`src/rtl/dalign_pkg.sv`:
```
package dalign_pkg;

  localparam int DATA_W = 32;
  localparam int LANES  = DATA_W / 8;
  localparam int OP_W   = 6;
  localparam int IMM_W  = 16;

  localparam logic [OP_W-1:0] OP_LD_BYTE_S = 6'h20;
  localparam logic [OP_W-1:0] OP_LD_HALF_S = 6'h21;
  localparam logic [OP_W-1:0] OP_LD_MRG_HI = 6'h22;
  localparam logic [OP_W-1:0] OP_LD_WORD   = 6'h23;
  localparam logic [OP_W-1:0] OP_LD_BYTE_U = 6'h24;
  localparam logic [OP_W-1:0] OP_LD_HALF_U = 6'h25;
  localparam logic [OP_W-1:0] OP_LD_MRG_LO = 6'h26;
  localparam logic [OP_W-1:0] OP_LD_UPPER  = 6'h0F;
  localparam logic [OP_W-1:0] OP_ST_BYTE   = 6'h28;
  localparam logic [OP_W-1:0] OP_ST_HALF   = 6'h29;
  localparam logic [OP_W-1:0] OP_ST_WORD   = 6'h2B;

  typedef enum logic [1:0] {
    SZ_BYTE = 2'd0,
    SZ_HALF = 2'd1,
    SZ_WORD = 2'd2
  } accSize_e;

  typedef struct packed {
    logic     doLoad;
    logic     doStore;
    accSize_e size;
    logic     signExt;
    logic     keepOldLo;
    logic     keepOldHi;
    logic     upperImm;
    logic     backThree;
    logic     fault;
  } ctrlStrobes_t;

endpackage

```
`src/rtl/dalign_ctrl.sv`:
```
module dalign_ctrl
  import dalign_pkg::*;
(
  input  logic [OP_W-1:0] opCode,
  input  logic [1:0]      eaLow,
  output ctrlStrobes_t    strobes
);

  logic needEven;
  logic needWord;
  logic needTop;

  always_comb begin
    strobes  = '0;
    needEven = 1'b0;
    needWord = 1'b0;
    needTop  = 1'b0;
    case (opCode)
      OP_LD_BYTE_S: begin
        strobes.doLoad  = 1'b1;
        strobes.size    = SZ_BYTE;
        strobes.signExt = 1'b1;
      end
      OP_LD_BYTE_U: begin
        strobes.doLoad = 1'b1;
        strobes.size   = SZ_BYTE;
      end
      OP_LD_HALF_S: begin
        strobes.doLoad  = 1'b1;
        strobes.size    = SZ_HALF;
        strobes.signExt = 1'b1;
        needEven        = 1'b1;
      end
      OP_LD_HALF_U: begin
        strobes.doLoad = 1'b1;
        strobes.size   = SZ_HALF;
        needEven       = 1'b1;
      end
      OP_LD_WORD: begin
        strobes.doLoad = 1'b1;
        strobes.size   = SZ_WORD;
        needWord       = 1'b1;
      end
      OP_LD_MRG_HI: begin
        strobes.doLoad    = 1'b1;
        strobes.size      = SZ_WORD;
        strobes.keepOldLo = 1'b1;
        needWord          = 1'b1;
      end
      OP_LD_MRG_LO: begin
        strobes.doLoad    = 1'b1;
        strobes.size      = SZ_WORD;
        strobes.keepOldHi = 1'b1;
        strobes.backThree = 1'b1;
        needTop           = 1'b1;
      end
      OP_LD_UPPER: begin
        strobes.doLoad   = 1'b1;
        strobes.upperImm = 1'b1;
      end
      OP_ST_BYTE: begin
        strobes.doStore = 1'b1;
        strobes.size    = SZ_BYTE;
      end
      OP_ST_HALF: begin
        strobes.doStore = 1'b1;
        strobes.size    = SZ_HALF;
        needEven        = 1'b1;
      end
      OP_ST_WORD: begin
        strobes.doStore = 1'b1;
        strobes.size    = SZ_WORD;
        needWord        = 1'b1;
      end
      default: strobes = '0;
    endcase
    strobes.fault = (needEven && eaLow[0])
                  || (needWord && (eaLow != 2'b00))
                  || (needTop && (eaLow != 2'b11));
  end

endmodule

```
`src/rtl/dalign_dpath.sv`:
```
module dalign_dpath
  import dalign_pkg::*;
#(
  parameter int ADDR_W = 32
) (
  input  ctrlStrobes_t      strobes,
  input  logic [ADDR_W-1:0] baseVal,
  input  logic [IMM_W-1:0]  offsetImm,
  input  logic [DATA_W-1:0] storeData,
  input  logic [DATA_W-1:0] destOld,
  input  logic [DATA_W-1:0] memRdata,
  output logic [1:0]        eaLow,
  output logic [ADDR_W-3:0] wordAddr,
  output logic [LANES-1:0]  byteEn,
  output logic [DATA_W-1:0] wrData,
  output logic [DATA_W-1:0] loadResult
);

  localparam int HALF_W = DATA_W / 2;

  logic [ADDR_W-1:0] effAddr;
  logic              borrowWord;
  logic [7:0]        rdLane [LANES];
  logic [7:0]        pickByte;
  logic [HALF_W-1:0] pickHalf;
  logic [DATA_W-1:0] sizedLoad;
  logic [LANES-1:0]  laneMask;
  logic              storeLive;

  assign effAddr = baseVal + {{(ADDR_W-IMM_W){offsetImm[IMM_W-1]}}, offsetImm};
  assign eaLow   = effAddr[1:0];

  // stepping back three bytes leaves the word unchanged only when the low bits are 11
  assign borrowWord = strobes.backThree && (effAddr[1:0] != 2'b11);
  assign wordAddr   = effAddr[ADDR_W-1:2] - {{(ADDR_W-3){1'b0}}, borrowWord};

  for (genvar k = 0; k < LANES; k++) begin : gRdLane
    assign rdLane[k] = memRdata[DATA_W-1-8*k -: 8];
  end

  assign pickByte = rdLane[effAddr[1:0]];
  assign pickHalf = effAddr[1] ? memRdata[HALF_W-1:0] : memRdata[DATA_W-1:HALF_W];

  always_comb begin
    case (strobes.size)
      SZ_BYTE: sizedLoad = {{(DATA_W-8){strobes.signExt & pickByte[7]}}, pickByte};
      SZ_HALF: sizedLoad = {{HALF_W{strobes.signExt & pickHalf[HALF_W-1]}}, pickHalf};
      default: sizedLoad = memRdata;
    endcase
  end

  always_comb begin
    if (!strobes.doLoad || strobes.fault) begin
      loadResult = destOld;
    end else if (strobes.upperImm) begin
      loadResult = {offsetImm, {(DATA_W-IMM_W){1'b0}}};
    end else if (strobes.keepOldLo) begin
      loadResult = {memRdata[DATA_W-1:HALF_W], destOld[HALF_W-1:0]};
    end else if (strobes.keepOldHi) begin
      loadResult = {destOld[DATA_W-1:HALF_W], memRdata[HALF_W-1:0]};
    end else begin
      loadResult = sizedLoad;
    end
  end

  assign storeLive = strobes.doStore && !strobes.fault;

  always_comb begin
    case (strobes.size)
      SZ_BYTE: laneMask = LANES'(1) << effAddr[1:0];
      SZ_HALF: laneMask = effAddr[1] ? 4'b1100 : 4'b0011;
      default: laneMask = '1;
    endcase
  end

  assign byteEn = storeLive ? laneMask : '0;

  for (genvar k = 0; k < LANES; k++) begin : gWrLane
    logic [7:0] laneVal;
    always_comb begin
      case (strobes.size)
        SZ_BYTE: laneVal = storeData[7:0];
        SZ_HALF: laneVal = (k % 2 == 0) ? storeData[15:8] : storeData[7:0];
        default: laneVal = storeData[DATA_W-1-8*k -: 8];
      endcase
    end
    assign wrData[DATA_W-1-8*k -: 8] = byteEn[k] ? laneVal : 8'h00;
  end

endmodule

```
`src/rtl/be_mem_aligner.sv`:
```
module be_mem_aligner
  import dalign_pkg::*;
#(
  parameter int ADDR_W = 32
) (
  input  logic [OP_W-1:0]   opCode,
  input  logic [ADDR_W-1:0] baseVal,
  input  logic [IMM_W-1:0]  offsetImm,
  input  logic [DATA_W-1:0] storeData,
  input  logic [DATA_W-1:0] destOld,
  input  logic [DATA_W-1:0] memRdata,
  output logic [ADDR_W-3:0] wordAddr,
  output logic [LANES-1:0]  byteEn,
  output logic [DATA_W-1:0] wrData,
  output logic [DATA_W-1:0] loadResult,
  output logic              addrErr
);

  ctrlStrobes_t strobes;
  logic [1:0]   eaLow;

  dalign_ctrl uCtrl (
    .opCode  (opCode),
    .eaLow   (eaLow),
    .strobes (strobes)
  );

  dalign_dpath #(.ADDR_W(ADDR_W)) uDpath (
    .strobes    (strobes),
    .baseVal    (baseVal),
    .offsetImm  (offsetImm),
    .storeData  (storeData),
    .destOld    (destOld),
    .memRdata   (memRdata),
    .eaLow      (eaLow),
    .wordAddr   (wordAddr),
    .byteEn     (byteEn),
    .wrData     (wrData),
    .loadResult (loadResult)
  );

  assign addrErr = strobes.fault;

endmodule

```
`config.mk`:
```
export PLATFORM = sky130hd
export DESIGN_NAME = be_mem_aligner
export DESIGN_NICKNAME = d
export VERILOG_FILES = /design/src/rtl/dalign_pkg.sv /design/src/rtl/dalign_ctrl.sv /design/src/rtl/dalign_dpath.sv /design/src/rtl/be_mem_aligner.sv
export SDC_FILE = /design/constraint.sdc
export NUM_CORES = 1
export LEC_CHECK = 0
export BUFFER_PORTS_ARGS = -buffer_cell sky130_fd_sc_hd__buf_2
export CORE_UTILIZATION = 40
export DETAILED_ROUTE_END_ITERATION = 10
export PLACE_DENSITY = 0.74
export SETUP_SLACK_MARGIN = 0.02
export SLEW_MARGIN = 20
export SYNTH_ARGS = -nofsm -noshare
export SYNTH_HDL_FRONTEND = slang
export SYNTH_SLANG_ARGS = --single-unit
```
`constraint.sdc`:
```
create_clock -name vclk -period 4.1
set_input_delay 0.205 -clock vclk [all_inputs]
set_output_delay 0.205 -clock vclk [all_outputs]
set_load 0.02 [all_outputs]
```
# Word level (Yosys, flattened, before mapping)

Index checks and enable logic that the tools add are counted.

Register bits after elaboration: 0
Input port bits: 150
Output and inout port bits: 99

$add $sub $neg: 2
Magnitude comparators: 1
Equal/unequal tests: 13
Shift-type cells: 1
Muxes and demuxes: 28
Bitwise logic cells: 3
Reductions and logical operators: 18

Operators with widths:

| cell                                                 | count |
|---|---|
| two-way mux 32 bit                                   | 4 |
| two-way mux 8 bit                                    | 8 |
| one-hot mux 32 bit (2 select lines)                  | 1 |
| equality test 6 bit (second input constant)          | 10 |
| adder 32 bit                                         | 1 |
| subtractor 30 x 1 -> 30 bit                          | 1 |
| binary-select mux 8 bit (select 2 bit)               | 1 |
| two-way mux 16 bit                                   | 1 |
| one-hot mux 8 bit (2 select lines)                   | 1 |
| OR reduction 3 bit                                   | 3 |
| two-way mux 1 bit                                    | 8 |
| two-way mux 4 bit                                    | 2 |
| one-hot mux 4 bit (2 select lines)                   | 1 |
| OR reduction 8 bit                                   | 1 |
| equality test 6 x 4 -> 1 bit (second input constant) | 1 |
| logical AND 1 bit                                    | 4 |
| one-hot mux 2 bit (2 select lines)                   | 1 |
| OR reduction 2 bit                                   | 2 |
| OR reduction 4 bit                                   | 1 |
| left shift 1 x 2 -> 4 bit (first input constant)     | 1 |
| >= comparator 3 bit (second input constant)          | 1 |
| logical OR 1 bit                                     | 3 |
| inverter 2 -> 3 bit                                  | 1 |
| AND 1 bit                                            | 2 |
| other kinds (5)                                      | 6 |

# Longest topological paths before layout

Gate-level depths: netlist of the first run.

Depth after elaboration: 11
Mapped depth: 15

# Modules after synthesis

Synthesis of the first run repeated with hierarchy kept, for this count alone.

Cells, all modules: 725
Area total of the unflattened synthesis: 4690.7 µm²

By module, submodules not included:

| module       | instances | cells an instance | area each (µm²) | sequential area each (µm²) |
|---|---|---|---|---|
| dalign_dpath | 1         | 701               | 4505.6          | 0.0 |
| dalign_ctrl  | 1         | 24                | 185.2           | 0.0 |

# Worst setup path before layout of the first run

No wires, ideal clock.

Kind: input port to output port
Start point: input opCode[2]
End point: output wordAddr[24]
Arrival: 3.711 ns
Required time: 3.895 ns
Setup slack: 0.184 ns
Stages on the path: 14
Buffers on the path: 2
Cell sequence: clkbuf_1 inv_1 nor4_1 clkbuf_1 and2_1 ha_1 ha_1 inv_1 a211oi_1 nand4_1 nor4_2 nand2_1 nor4_1 xor2_1

Cells in the longest elaborated chain, start to end: 4

RTL lines:

| element                     | RTL line             | source |
|---|---|---|
| from (decl)                 | be_mem_aligner.sv:6  | `input logic [OP_W-1:0] opCode,` |
| equality test 6 bit         | dalign_ctrl.sv:18    | `case (opCode)` |
| two-way mux 1 bit           | dalign_ctrl.sv:18    |  |
| logical AND 1 bit           | dalign_dpath.sv:34   | `assign borrowWord = strobes.backThree && (effAddr[1:0] != 2'b11);` |
| subtractor 30 x 1 -> 30 bit | dalign_dpath.sv:35   | `assign wordAddr = effAddr[ADDR_W-1:2] - {{(ADDR_W-3){1'b0}}, borrowWord};` |
| to (decl)                   | be_mem_aligner.sv:12 | `output logic [ADDR_W-3:0] wordAddr,` |

No other way between the ends.

# Final worst setup path of the first run

Start point: input baseVal[8]
End point: output wordAddr[28]

Cells in the longest elaborated chain, start to end: 2

RTL lines:

| element                     | RTL line            | source |
|---|---|---|
| from (decl)                 | be_mem_aligner.sv:7 | `input logic [ADDR_W-1:0] baseVal,` |
| adder 32 bit                | dalign_dpath.sv:30  | `assign effAddr = baseVal + {{(ADDR_W-IMM_W){offsetImm[IMM_W-1]}}, offsetImm};` |
| subtractor 30 x 1 -> 30 bit | dalign_dpath.sv:35  |  |

No other way between the ends.

==> impl_metrics.xml, run 1 <==
<?xml version="1.0" encoding="UTF-8"?>
<metrics>
  <group name="sta">
    <metric name="final.setup.tns" unit="ps">0</metric>
    <metric name="shortest_period_the_worst_path_allows" unit="ps">3890</metric>
    <metric name="achievable-frequency" unit="MHz">257</metric>
    <metric name="timing.max_slew.rel_slack" unit="%">38.5</metric>
    <metric name="timing.final.hold_violations" unit="">0</metric>
    <metric name="report.final.setup_viol" unit="">0</metric>
    <metric name="tightest_hold_margin" unit="ps">756</metric>
    <metric name="final_cycle_share" unit="%">94.8</metric>
    <metric name="rsz0062_at_grt" unit="">false</metric>
    <metric name="worstMarginPinSlew" unit="ps">920</metric>
    <metric name="final-max-slew-violation-count" unit="">0</metric>
  </group>
  <group name="power_and_ir_drop">
    <metric name="pwr-share-comb" unit="%">100.0</metric>
    <metric name="cellInternalPower" unit="mW">0.379</metric>
    <metric name="p_clk_share" unit="%">0</metric>
    <metric name="switching_share" unit="%">61.7</metric>
    <metric name="max-vdd-ir-drop" unit="uV">108</metric>
    <metric name="seq_power_share" unit="%">0</metric>
    <metric name="power_switching" unit="mW">0.610</metric>
    <metric name="power.static_leakage" unit="nW">2.86</metric>
    <metric name="power_per_standard_cell_area" unit="nW/um2">165</metric>
  </group>
  <group name="die">
    <metric name="die_h" unit="um">107</metric>
    <metric name="rows" unit="">38</metric>
    <metric name="initial_utilization" unit="%">40.9</metric>
    <metric name="fp.coreArea" unit="um2">10800</metric>
    <metric name="dieWidth" unit="um">107</metric>
    <metric name="die_area" unit="um2">11500</metric>
    <metric name="ioPinCount" unit="">249</metric>
  </group>
  <group name="setup_path">
    <metric name="path_class" unit="">primary input to output port</metric>
    <metric name="crit_path_end" unit="">wordAddr[28]</metric>
    <metric name="crit_path_max_fanout" unit="">8</metric>
    <metric name="worst_ep_required_time" unit="ps">3890</metric>
    <metric name="start_kind" unit="">primary input</metric>
    <metric name="critPathCaptureType" unit="">output port</metric>
    <metric name="setup.worst_path.start" unit="">baseVal[8]</metric>
    <metric name="arrival" unit="ps">3680</metric>
  </group>
  <group name="routing">
    <metric name="routed-via-count" unit="">6504</metric>
    <metric name="viasPerCell" unit="">5.96</metric>
    <metric name="detail_route.wirelength" unit="um">19700</metric>
    <metric name="first_pass_iters" unit="">5</metric>
    <metric name="drcViolationCount" unit="">0</metric>
    <metric name="mean_routed_wirelength_per_cell" unit="um">18.0</metric>
    <metric name="drt_iter0_drc" unit="">513</metric>
    <metric name="postRouteAntennaNets" unit="">0</metric>
  </group>
  <group name="cells_and_area">
    <metric name="seq_cells" unit="">0</metric>
    <metric name="final_design_area_no_fill" unit="um2">5980</metric>
    <metric name="num-fill-cells" unit="">1129</metric>
    <metric name="multi_input_area" unit="um2">4270</metric>
    <metric name="flow.area_growth_from_synthesis" unit="%">34.8</metric>
    <metric name="final_layout_clock_buffer_total" unit="">0</metric>
    <metric name="finalCoreUtilization" unit="%">55.2</metric>
    <metric name="final_nets" unit="">1135</metric>
    <metric name="layout.area.seq" unit="um2">0</metric>
    <metric name="drive_gt1_share" unit="%">32.9</metric>
  </group>
  <group name="placement">
    <metric name="port-buffer-count" unit="">249</metric>
    <metric name="placedInstanceArea" unit="um2">5940</metric>
    <metric name="gp_congestion" unit="">0.996</metric>
    <metric name="post_detail_place_hpwl" unit="um">16800</metric>
  </group>
  <group name="run_status">
    <metric name="outcome" unit="">finished, final reports clean</metric>
  </group>
  <group name="global_routing">
    <metric name="gr-max-usage-layer" unit="">met2</metric>
    <metric name="routing_usage_on_met1" unit="%">43.0</metric>
    <metric name="grt_pass1_wl" unit="um">28800</metric>
    <metric name="global_route.overflow_total" unit="">0</metric>
    <metric name="grt_max_degree" unit="">23</metric>
    <metric name="global_route.usage.total" unit="%">32.0</metric>
    <metric name="gr-usage-met3" unit="%">4.78</metric>
    <metric name="grt_antenna_before_repair" unit="">1</metric>
    <metric name="globalRouteMet2Util" unit="%">51.9</metric>
    <metric name="grt_pass1_vias" unit="">5459</metric>
  </group>
  <group name="logic_synthesis">
    <metric name="ys.warnings.count" unit="">0</metric>
    <metric name="postSynthNetCount" unit="">896</metric>
    <metric name="synth_area_per_cell" unit="um2">6.23</metric>
    <metric name="synthDominantAreaCellType" unit="">sky130_fd_sc_hd__nand2_1</metric>
    <metric name="netlist.area_leader.share" unit="%">9.65</metric>
    <metric name="area_of_the_mapped_netlist" unit="um2">4440</metric>
    <metric name="distinct_cells_synth" unit="">69</metric>
    <metric name="synth.yosys.seq_area_share" unit="%">0</metric>
    <metric name="netlist_instances" unit="">712</metric>
    <metric name="yosys-top-cells-area" unit="">sky130_fd_sc_hd__nand2_1 9.6%, sky130_fd_sc_hd__ha_1 9.3%, sky130_fd_sc_hd__a21oi_1 8.8%, sky130_fd_sc_hd__nor2_1 5.3%, sky130_fd_sc_hd__xnor2_1 3.9%</metric>
    <metric name="netlist_top_cells_count" unit="">114 x sky130_fd_sc_hd__nand2_1, 78 x sky130_fd_sc_hd__a21oi_1, 63 x sky130_fd_sc_hd__nor2_1, 33 x sky130_fd_sc_hd__clkbuf_1, 33 x sky130_fd_sc_hd__ha_1</metric>
    <metric name="synth_most_common_cell" unit="">sky130_fd_sc_hd__nand2_1</metric>
  </group>
  <group name="clock_network">
    <metric name="post_cts.repair.setup_buffers" unit="">0</metric>
  </group>
  <group name="worst_hold_path">
    <metric name="hold_wc_path_type" unit="">primary input to output port</metric>
  </group>
  <group name="flow_run">
    <metric name="max_cap_viols" unit="">0</metric>
  </group>
</metrics>
[placed cells by master (no fill, tap or decap), drive strengths merged, types with 17 or more instances in the layout]
cell type | synthesis | routed
nor3 | 17 | 17
nor2 | 63 | 63
a31oi | 18 | 18
a22oi | 17 | 17
nand2 | 114 | 114
ha | 33 | 33
and2 | 17 | 17
a21oi | 78 | 78
inv | 24 | 24
mux2i | 17 | 17
xnor2 | 20 | 20
buf | 3 | 273
a211oi | 23 | 23
xor2 | 20 | 20
o21ai | 29 | 29
[per-layer routing]
| metal | vias to the layer above | share of wire (%) | wire length (um) |
|---|---|---|---|
| met5 | - | 0 | 0 |
| met4 | 0 | 3.6 | 716 |
| met3 | 44 | 9.2 | 1820 |
| met2 | 364 | 46 | 9040 |
| met1 | 2937 | 41 | 8090 |
| li1 | 3159 | - | - |
[worst min path at each step]
stage | startpoint | end | slack [ps] | cells after the start
4_1_cts | destOld[0] | loadResult[0] | 760 | 3
3_5_place_dp | destOld[0] | loadResult[0] | 750 | 3
2_1_floorplan | storeData[10] | wrData[10] | 590 | 2
3_3_place_gp | destOld[0] | loadResult[0] | 750 | 3
6_report | destOld[0] | loadResult[0] | 760 | 3
5_1_grt | destOld[1] | loadResult[1] | 770 | 3
[critical path, stage by stage]
cell	delay, ps
sky130_fd_sc_hd__buf_2	100
sky130_fd_sc_hd__ha_1	420
sky130_fd_sc_hd__a21oi_1	300
sky130_fd_sc_hd__o21ai_1	150
sky130_fd_sc_hd__a221o_1	400
sky130_fd_sc_hd__buf_4	170
sky130_fd_sc_hd__or4b_2	640
sky130_fd_sc_hd__nand4_1	160
sky130_fd_sc_hd__nor2b_1	230
sky130_fd_sc_hd__nand4_1	170
sky130_fd_sc_hd__nor4_1	400
sky130_fd_sc_hd__xor2_1	170
sky130_fd_sc_hd__buf_2	170
[stage by stage]
step | setup WS, ps | total power [mW] | cells
floorplan | 184 | 0.646 | 712
global placement | 102 | 0.961 | 1089
detailed placement | 76.7 | 0.966 | 1089
CTS | 56.8 | 0.970 | 1089
global route | 22.9 | 1.07 | 1089
finish | 213 | 0.989 | 1091
[cell families after synthesis]
| group | after synthesis | synth area share [%] |
|---|---|---|
| fa+ha+maj | 34 | 9.76 |
| xor+xnor | 40 | 7.90 |
| compound gates | 255 | 37.9 |
| mux | 25 | 5.87 |
| simple gates | 298 | 33.4 |
| buf+inv | 60 | 5.13 |
[area by class of cell]
cell class                 instances  area share (%)
antenna                            2          0.0837
inverter                          24            1.51
tap                              140            2.93
multi-input combinational        652            71.4
timing repair buffer             273            24.1
[power by group through the flow]
stage,clock (mW),sequential [mW],combinational (mW)
after floorplan,0,0,0.646
after global placement,0,0,0.961
after detailed placement,0,0,0.966
after CTS,0,0,0.970
after global routing,0,0,1.07
final,0.0000000655,0,0.989
[what timing repair did]
action,CTS,global route
resized for setup,0,9
setup endpoints to repair,0,8
hold endpoints to repair,0,0
hold buffers,0,0
Note: power is estimated with default switching activity, not from simulation.
==> run 2: changes to the inputs <==
--- a/config.mk
+++ b/config.mk
@@ -5,10 +5,11 @@
 export SDC_FILE = /design/constraint.sdc
 export NUM_CORES = 1
 export LEC_CHECK = 0
+export ABC_AREA = 1
 export BUFFER_PORTS_ARGS = -buffer_cell sky130_fd_sc_hd__buf_2
 export CORE_UTILIZATION = 40
 export DETAILED_ROUTE_END_ITERATION = 10
-export PLACE_DENSITY = 0.74
+export PLACE_DENSITY = 0.7
 export SETUP_SLACK_MARGIN = 0.02
 export SLEW_MARGIN = 20
 export SYNTH_ARGS = -nofsm -noshare
==> run 2 against run 1 <==
Sequential share of layout area unchanged; clock-buffer cell count unchanged; core utilization down 3.1 points; worst hold slack worse by 22 ps; critical path depth down 1; first-iteration DRC count up 51%; critical endpoint is now loadResult[28]; design area up 16%; die area up 24%; synthesized area up 24%; largest power group unchanged; largest cell class unchanged; maximum frequency up 11%.
==> impl_metrics.xml, run 2 <==
<?xml version="1.0" encoding="UTF-8"?>
<metrics>
  <group name="setup_path">
    <metric name="worst_ep_required_time" unit="ps">3890</metric>
    <metric name="critPathCaptureType" unit="">output port</metric>
    <metric name="path_class" unit="">primary input to output port</metric>
    <metric name="arrival" unit="ps">3280</metric>
    <metric name="crit_path_max_fanout" unit="">19</metric>
    <metric name="start_kind" unit="">primary input</metric>
  </group>
  <group name="die">
    <metric name="die_area" unit="um2">14200</metric>
    <metric name="die_h" unit="um">119</metric>
    <metric name="initial_utilization" unit="%">41.2</metric>
    <metric name="rows" unit="">42</metric>
    <metric name="ioPinCount" unit="">249</metric>
    <metric name="dieWidth" unit="um">119</metric>
    <metric name="fp.coreArea" unit="um2">13300</metric>
  </group>
  <group name="global_routing">
    <metric name="global_route.usage.total" unit="%">30.9</metric>
    <metric name="grt_max_degree" unit="">33</metric>
    <metric name="grt_antenna_before_repair" unit="">0</metric>
    <metric name="grt_pass1_vias" unit="">7246</metric>
    <metric name="global_route.overflow_total" unit="">0</metric>
    <metric name="grt_pass1_wl" unit="um">35600</metric>
  </group>
  <group name="worst_hold_path">
    <metric name="hold_wc_path_type" unit="">primary input to output port</metric>
  </group>
  <group name="routing">
    <metric name="first_pass_iters" unit="">6</metric>
    <metric name="met1Wirelength" unit="um">10100</metric>
    <metric name="drcViolationCount" unit="">0</metric>
    <metric name="dr_wl_met3" unit="um">2000</metric>
    <metric name="met2WireLength" unit="um">10500</metric>
    <metric name="mean_routed_wirelength_per_cell" unit="um">14.6</metric>
    <metric name="drt_iter0_drc" unit="">774</metric>
    <metric name="postRouteAntennaNets" unit="">0</metric>
    <metric name="detail_route.wirelength" unit="um">23100</metric>
    <metric name="viasPerCell" unit="">5.28</metric>
    <metric name="routed-via-count" unit="">8365</metric>
    <metric name="dr.max_layer_used" unit="">met4</metric>
  </group>
  <group name="power_and_ir_drop">
    <metric name="power.static_leakage" unit="nW">4.24</metric>
    <metric name="design_power_total" unit="mW">1.10</metric>
    <metric name="power_per_standard_cell_area" unit="nW/um2">159</metric>
    <metric name="max-vdd-ir-drop" unit="uV">49.7</metric>
  </group>
  <group name="cells_and_area">
    <metric name="final-instance-count-excl-fill" unit="">1583</metric>
    <metric name="finalCoreUtilization" unit="%">52.0</metric>
    <metric name="final_design_area_no_fill" unit="um2">6950</metric>
    <metric name="final_layout_clock_buffer_total" unit="">0</metric>
    <metric name="num-fill-cells" unit="">1530</metric>
    <metric name="final_nets" unit="">1593</metric>
    <metric name="drive_gt1_share" unit="%">23.0</metric>
    <metric name="layout.area.seq" unit="um2">0</metric>
    <metric name="multi_input_area" unit="um2">4730</metric>
    <metric name="seq_cells" unit="">0</metric>
    <metric name="most-common-layout-cells" unit="">435 x sky130_fd_sc_hd__nand2_1, 249 x sky130_fd_sc_hd__buf_2, 175 x sky130_fd_sc_hd__inv_1</metric>
    <metric name="antenna_cells" unit="">0</metric>
    <metric name="leading_cell_type_in_the_layout_fill_and_taps_excluded" unit="">sky130_fd_sc_hd__nand2_1</metric>
    <metric name="flow.area_growth_from_synthesis" unit="%">26.2</metric>
  </group>
  <group name="placement">
    <metric name="post_detail_place_hpwl" unit="um">20200</metric>
    <metric name="port-buffer-count" unit="">249</metric>
    <metric name="placedInstanceArea" unit="um2">6950</metric>
    <metric name="placed_cells_incl_taps" unit="">1583</metric>
    <metric name="pre_cts_ws" unit="ps">671</metric>
    <metric name="gp_congestion" unit="">0.978</metric>
  </group>
  <group name="logic_synthesis">
    <metric name="synthDominantAreaCellType" unit="">sky130_fd_sc_hd__nand2_1</metric>
    <metric name="synth-xor-area-share" unit="%">3.02</metric>
    <metric name="postSynthNetCount" unit="">1355</metric>
    <metric name="synth_most_common_cell" unit="">sky130_fd_sc_hd__nand2_1</metric>
    <metric name="synthesized_area_fraction_occupied_by_adder_cells" unit="%">7.87</metric>
    <metric name="synth_compound_area_share" unit="%">16.8</metric>
    <metric name="ys.warnings.count" unit="">0</metric>
    <metric name="post_synth_and_or_nand_nor_area_fraction" unit="%">58.2</metric>
    <metric name="distinct_cells_synth" unit="">39</metric>
    <metric name="synth.yosys.seq_area_share" unit="%">0</metric>
    <metric name="dominant_combinational_cell_family_by_area_after_synthesis" unit="">simple AND/OR/NAND/NOR gates</metric>
    <metric name="netlist_top_cells_count" unit="">435 x sky130_fd_sc_hd__nand2_1, 175 x sky130_fd_sc_hd__inv_1, 126 x sky130_fd_sc_hd__nor2_1, 90 x sky130_fd_sc_hd__a21oi_1, 79 x sky130_fd_sc_hd__nand3_1</metric>
    <metric name="netlist.area_leader.share" unit="%">29.7</metric>
    <metric name="netlist_instances" unit="">1171</metric>
    <metric name="area_of_the_mapped_netlist" unit="um2">5500</metric>
    <metric name="yosys-top-cells-area" unit="">sky130_fd_sc_hd__nand2_1 30%, sky130_fd_sc_hd__inv_1 12%, sky130_fd_sc_hd__nor2_1 8.6%, sky130_fd_sc_hd__a21oi_1 8.2%, sky130_fd_sc_hd__ha_1 7.5%</metric>
    <metric name="mux_cell_area_share_after_synthesis" unit="%">0</metric>
    <metric name="synth_area_per_cell" unit="um2">4.70</metric>
  </group>
  <group name="sta">
    <metric name="timing.max_slew.rel_slack" unit="%">54.1</metric>
    <metric name="achievable-frequency" unit="MHz">287</metric>
    <metric name="final_cycle_share" unit="%">85.0</metric>
    <metric name="worstMarginPinSlew" unit="ps">687</metric>
    <metric name="timing.final.hold_violations" unit="">0</metric>
    <metric name="final.setup.tns" unit="ps">0</metric>
    <metric name="tightest_hold_margin" unit="ps">734</metric>
    <metric name="final-max-slew-violation-count" unit="">0</metric>
    <metric name="report.final.setup_viol" unit="">0</metric>
    <metric name="final.setup.worst_slack" unit="ps">614</metric>
    <metric name="shortest_period_the_worst_path_allows" unit="ps">3490</metric>
    <metric name="rsz0062_at_grt" unit="">false</metric>
  </group>
  <group name="flow_run">
    <metric name="max_cap_viols" unit="">0</metric>
  </group>
  <group name="clock_network">
    <metric name="cts_hold_buf" unit="">0</metric>
    <metric name="post_cts.repair.setup_buffers" unit="">0</metric>
    <metric name="post_cts_resized" unit="">0</metric>
  </group>
  <group name="run_status">
    <metric name="outcome" unit="">finished, final reports clean</metric>
  </group>
</metrics>
-- run 2: cell type report --
cell class	instances	area share, %
Multi-Input combinational cell	967	68.1
Timing Repair Buffer	255	18.8
Inverter	185	10.0
Tap cell	176	3.17
-- run 2: worst paths after layout --
check	cells after the start	end	slack, ps	from
max	12	loadResult[28]	610	offsetImm[0]
min	4	wrData[7]	730	storeData[7]
-- run 2: per-layer routing --
| metal | GRT usage (%) | vias up |
|---|---|---|
| met1 | 42.5 | 3676 |
| met5 | 0 | - |
| met2 | 51.7 | 424 |
| met4 | 5.31 | 0 |
| met3 | 3.88 | 45 |
| li1 | - | 4220 |
-- run 2: cell families (layout without fill, tap and decap cells) --
kind of cell               count (synthesis)  in the layout
xor gates and xnor gates                  19             19
adders and majority gates                 34             34
buffers and inverters                    204            440
AOI/OAI and AO/OA                        169            169
and+or+nand+nor                          745            745
-- run 2: where the power goes --
group	switching [mW]	internal [mW]	total, mW	leakage [nW]
combinational	0.744	0.359	1.10	4.24
clock	0	0	0	0
sequential	0	0	0	0
total	0.744	0.359	1.10	4.24
-- run 2: critical path: stages --
cell	delay, ps
sky130_fd_sc_hd__buf_2	100
sky130_fd_sc_hd__ha_1	250
sky130_fd_sc_hd__inv_1	80
sky130_fd_sc_hd__fa_1	540
sky130_fd_sc_hd__buf_4	240
sky130_fd_sc_hd__clkinv_1	100
sky130_fd_sc_hd__o21ai_0	320
sky130_fd_sc_hd__nand3_1	490
sky130_fd_sc_hd__inv_2	480
sky130_fd_sc_hd__nor2_1	70
sky130_fd_sc_hd__a31oi_1	190
sky130_fd_sc_hd__buf_2	200
==> run 3: changes to the inputs <==
--- a/config.mk
+++ b/config.mk
@@ -10,6 +10,7 @@
 export CORE_UTILIZATION = 40
 export DETAILED_ROUTE_END_ITERATION = 10
 export PLACE_DENSITY = 0.7
+export RECOVER_POWER = 50
 export SETUP_SLACK_MARGIN = 0.02
 export SLEW_MARGIN = 20
 export SYNTH_ARGS = -nofsm -noshare
==> constraint.sdc (replaced) <==
create_clock -name vclk -period 4.3
set_input_delay 0.215 -clock vclk [all_inputs]
set_output_delay 0.215 -clock vclk [all_outputs]
set_load 0.02 [all_outputs]
==> run 3 against run 2 <==
Sequential share of layout area unchanged; wire length about the same; worst hold slack better by 31 ps; total power down 5.6%; setup slack better by 110 ps; first-iteration DRC count down 8.5%; critical endpoint is now wordAddr[19]; highest routed layer unchanged.
==> impl_metrics.xml, run 3 (synthesized netlist as in run 2, its figures left out) <==
<?xml version="1.0" encoding="UTF-8"?>
<metrics>
  <group name="die">
    <metric name="dieWidth" unit="um">119</metric>
    <metric name="fp.coreArea" unit="um2">13300</metric>
    <metric name="ioPinCount" unit="">249</metric>
    <metric name="initial_utilization" unit="%">41.2</metric>
    <metric name="die_area" unit="um2">14200</metric>
    <metric name="rows" unit="">42</metric>
    <metric name="die_h" unit="um">119</metric>
  </group>
  <group name="cells_and_area">
    <metric name="num-fill-cells" unit="">1559</metric>
    <metric name="final-instance-count-excl-fill" unit="">1581</metric>
    <metric name="final_layout_clock_buffer_total" unit="">0</metric>
    <metric name="layout.area.seq" unit="um2">0</metric>
    <metric name="leading_cell_type_in_the_layout_fill_and_taps_excluded" unit="">sky130_fd_sc_hd__nand2_1</metric>
    <metric name="most-common-layout-cells" unit="">435 x sky130_fd_sc_hd__nand2_1, 206 x sky130_fd_sc_hd__buf_2, 175 x sky130_fd_sc_hd__inv_1</metric>
    <metric name="drive_gt1_share" unit="%">19.6</metric>
    <metric name="multi_input_area" unit="um2">4710</metric>
    <metric name="flow.area_growth_from_synthesis" unit="%">24.4</metric>
    <metric name="seq_cells" unit="">0</metric>
    <metric name="final_nets" unit="">1591</metric>
    <metric name="antenna_cells" unit="">0</metric>
  </group>
  <group name="placement">
    <metric name="pre_cts_ws" unit="ps">873</metric>
    <metric name="placed_cells_incl_taps" unit="">1581</metric>
    <metric name="gp_congestion" unit="">0.988</metric>
    <metric name="post_detail_place_hpwl" unit="um">20300</metric>
    <metric name="port-buffer-count" unit="">249</metric>
  </group>
  <group name="global_routing">
    <metric name="grt_antenna_before_repair" unit="">0</metric>
    <metric name="gr-max-usage-layer" unit="">met2</metric>
    <metric name="global_route.usage.total" unit="%">31.2</metric>
    <metric name="grt_pass1_vias" unit="">7332</metric>
    <metric name="gr-usage-met3" unit="%">5.70</metric>
    <metric name="routing_usage_on_met1" unit="%">42.1</metric>
    <metric name="grt_pass1_wl" unit="um">36000</metric>
    <metric name="globalRouteMet2Util" unit="%">50.7</metric>
    <metric name="global_route.overflow_total" unit="">0</metric>
    <metric name="grt_max_degree" unit="">33</metric>
  </group>
  <group name="setup_path">
    <metric name="worst_ep_required_time" unit="ps">4090</metric>
    <metric name="start_kind" unit="">primary input</metric>
    <metric name="critical_path_buffers_and_inverters" unit="">4</metric>
    <metric name="arrival" unit="ps">3360</metric>
    <metric name="critPathCaptureType" unit="">output port</metric>
    <metric name="crit_path_frequent_cell" unit="">sky130_fd_sc_hd__nor2_1</metric>
    <metric name="path_class" unit="">primary input to output port</metric>
    <metric name="crit_path_top_delay_cell" unit="">sky130_fd_sc_hd__fa_1</metric>
    <metric name="crit_path_max_fanout" unit="">6</metric>
    <metric name="timing.critical_path.max_delay_family" unit="">simple AND/OR/NAND/NOR gates</metric>
    <metric name="timing.critical_path.slowest_cell_delay" unit="ps">530</metric>
    <metric name="cells_along_the_critical_path" unit="">buf_2 &gt; ha_1 &gt; inv_1 &gt; fa_1 &gt; nor2_1 &gt; nor2_1 &gt; ha_1 &gt; nand3_1 &gt; nor2_1 &gt; nand3_1 &gt; nor2_1 &gt; nand2_1 &gt; inv_2 &gt; nand3_1 &gt; xor2_1 &gt; buf_2</metric>
  </group>
  <group name="sta">
    <metric name="shortest_period_the_worst_path_allows" unit="ps">3580</metric>
    <metric name="final.setup.tns" unit="ps">0</metric>
    <metric name="report.final.setup_viol" unit="">0</metric>
    <metric name="final-max-slew-violation-count" unit="">0</metric>
    <metric name="timing.final.hold_violations" unit="">0</metric>
    <metric name="achievable-frequency" unit="MHz">279</metric>
    <metric name="final_cycle_share" unit="%">83.2</metric>
    <metric name="final.setup.worst_slack" unit="ps">720</metric>
    <metric name="rsz0062_at_grt" unit="">false</metric>
    <metric name="tightest_hold_margin" unit="ps">765</metric>
    <metric name="worstMarginPinSlew" unit="ps">956</metric>
    <metric name="timing.max_slew.rel_slack" unit="%">35.6</metric>
  </group>
  <group name="routing">
    <metric name="mean_routed_wirelength_per_cell" unit="um">14.6</metric>
    <metric name="drcViolationCount" unit="">0</metric>
    <metric name="routed-via-count" unit="">8333</metric>
    <metric name="postRouteAntennaNets" unit="">0</metric>
    <metric name="viasPerCell" unit="">5.27</metric>
    <metric name="drt_iter0_drc" unit="">708</metric>
    <metric name="first_pass_iters" unit="">6</metric>
    <metric name="detail_route.wirelength" unit="um">23100</metric>
  </group>
  <group name="clock_network">
    <metric name="post_cts.repair.setup_buffers" unit="">0</metric>
    <metric name="cts_hold_buf" unit="">0</metric>
    <metric name="post_cts_resized" unit="">0</metric>
  </group>
  <group name="power_and_ir_drop">
    <metric name="power.static_leakage" unit="nW">4.05</metric>
    <metric name="power_per_standard_cell_area" unit="nW/um2">152</metric>
    <metric name="max-vdd-ir-drop" unit="uV">46.4</metric>
  </group>
  <group name="run_status">
    <metric name="outcome" unit="">finished, final reports clean</metric>
  </group>
  <group name="flow_run">
    <metric name="max_cap_viols" unit="">0</metric>
  </group>
  <group name="worst_hold_path">
    <metric name="hold_wc_path_type" unit="">primary input to output port</metric>
  </group>
</metrics>
run 3: cell count changes in the layout (fill, tap and decap cells not counted), moves of 2 or more:
cell,before,now
sky130_fd_sc_hd__buf_2,249,206
sky130_fd_sc_hd__clkbuf_1,0,43
sky130_fd_sc_hd__o21ai_0,43,45
sky130_fd_sc_hd__o21ai_1,2,0
run 3: per-stage QoR:
stage / util (%) / total power [mW] / cell area [um2]
6_report: 51.3 / 1.04 / 6850
5_1_grt: 51.3 / 1.15 / 6850
4_1_cts: 51.8 / 1.03 / 6920
3_5_place_dp: 51.8 / 1.03 / 6920
3_3_place_gp: 51.8 / 1.02 / 6920
2_1_floorplan: - / 0.696 / 5500
run 3: final timing paths:
kind / to / slack [ps] / start / depth (start not counted)
worst min-delay path: wrData[1] / 760 / storeData[1] / 4
worst max-delay path: wordAddr[19] / 720 / baseVal[0] / 16
run 3: routing by layer:
| metal | vias up | wire (um) | share of wire, % |
|---|---|---|---|
| met3 | 47 | 2310 | 10 |
| met4 | 0 | 650 | 2.8 |
| met5 | - | 0 | 0 |
| met2 | 376 | 10200 | 44 |
| met1 | 3690 | 9980 | 43 |
| li1 | 4220 | - | - |
run 3: final cells by class:
type	count	share of cell area [%]
inverter	185	10.1
multi-input combinational	967	68.8
tap	176	3.22
timing repair buffer	253	17.9
run 3: where the power goes:
part | switching (mW) | total (mW) | leakage, nW | internal (mW)
registers | 0 | 0 | 0 | 0
logic | 0.708 | 1.04 | 4.05 | 0.335
clock network | 0 | 0 | 0 | 0
total | 0.708 | 1.04 | 4.05 | 0.335
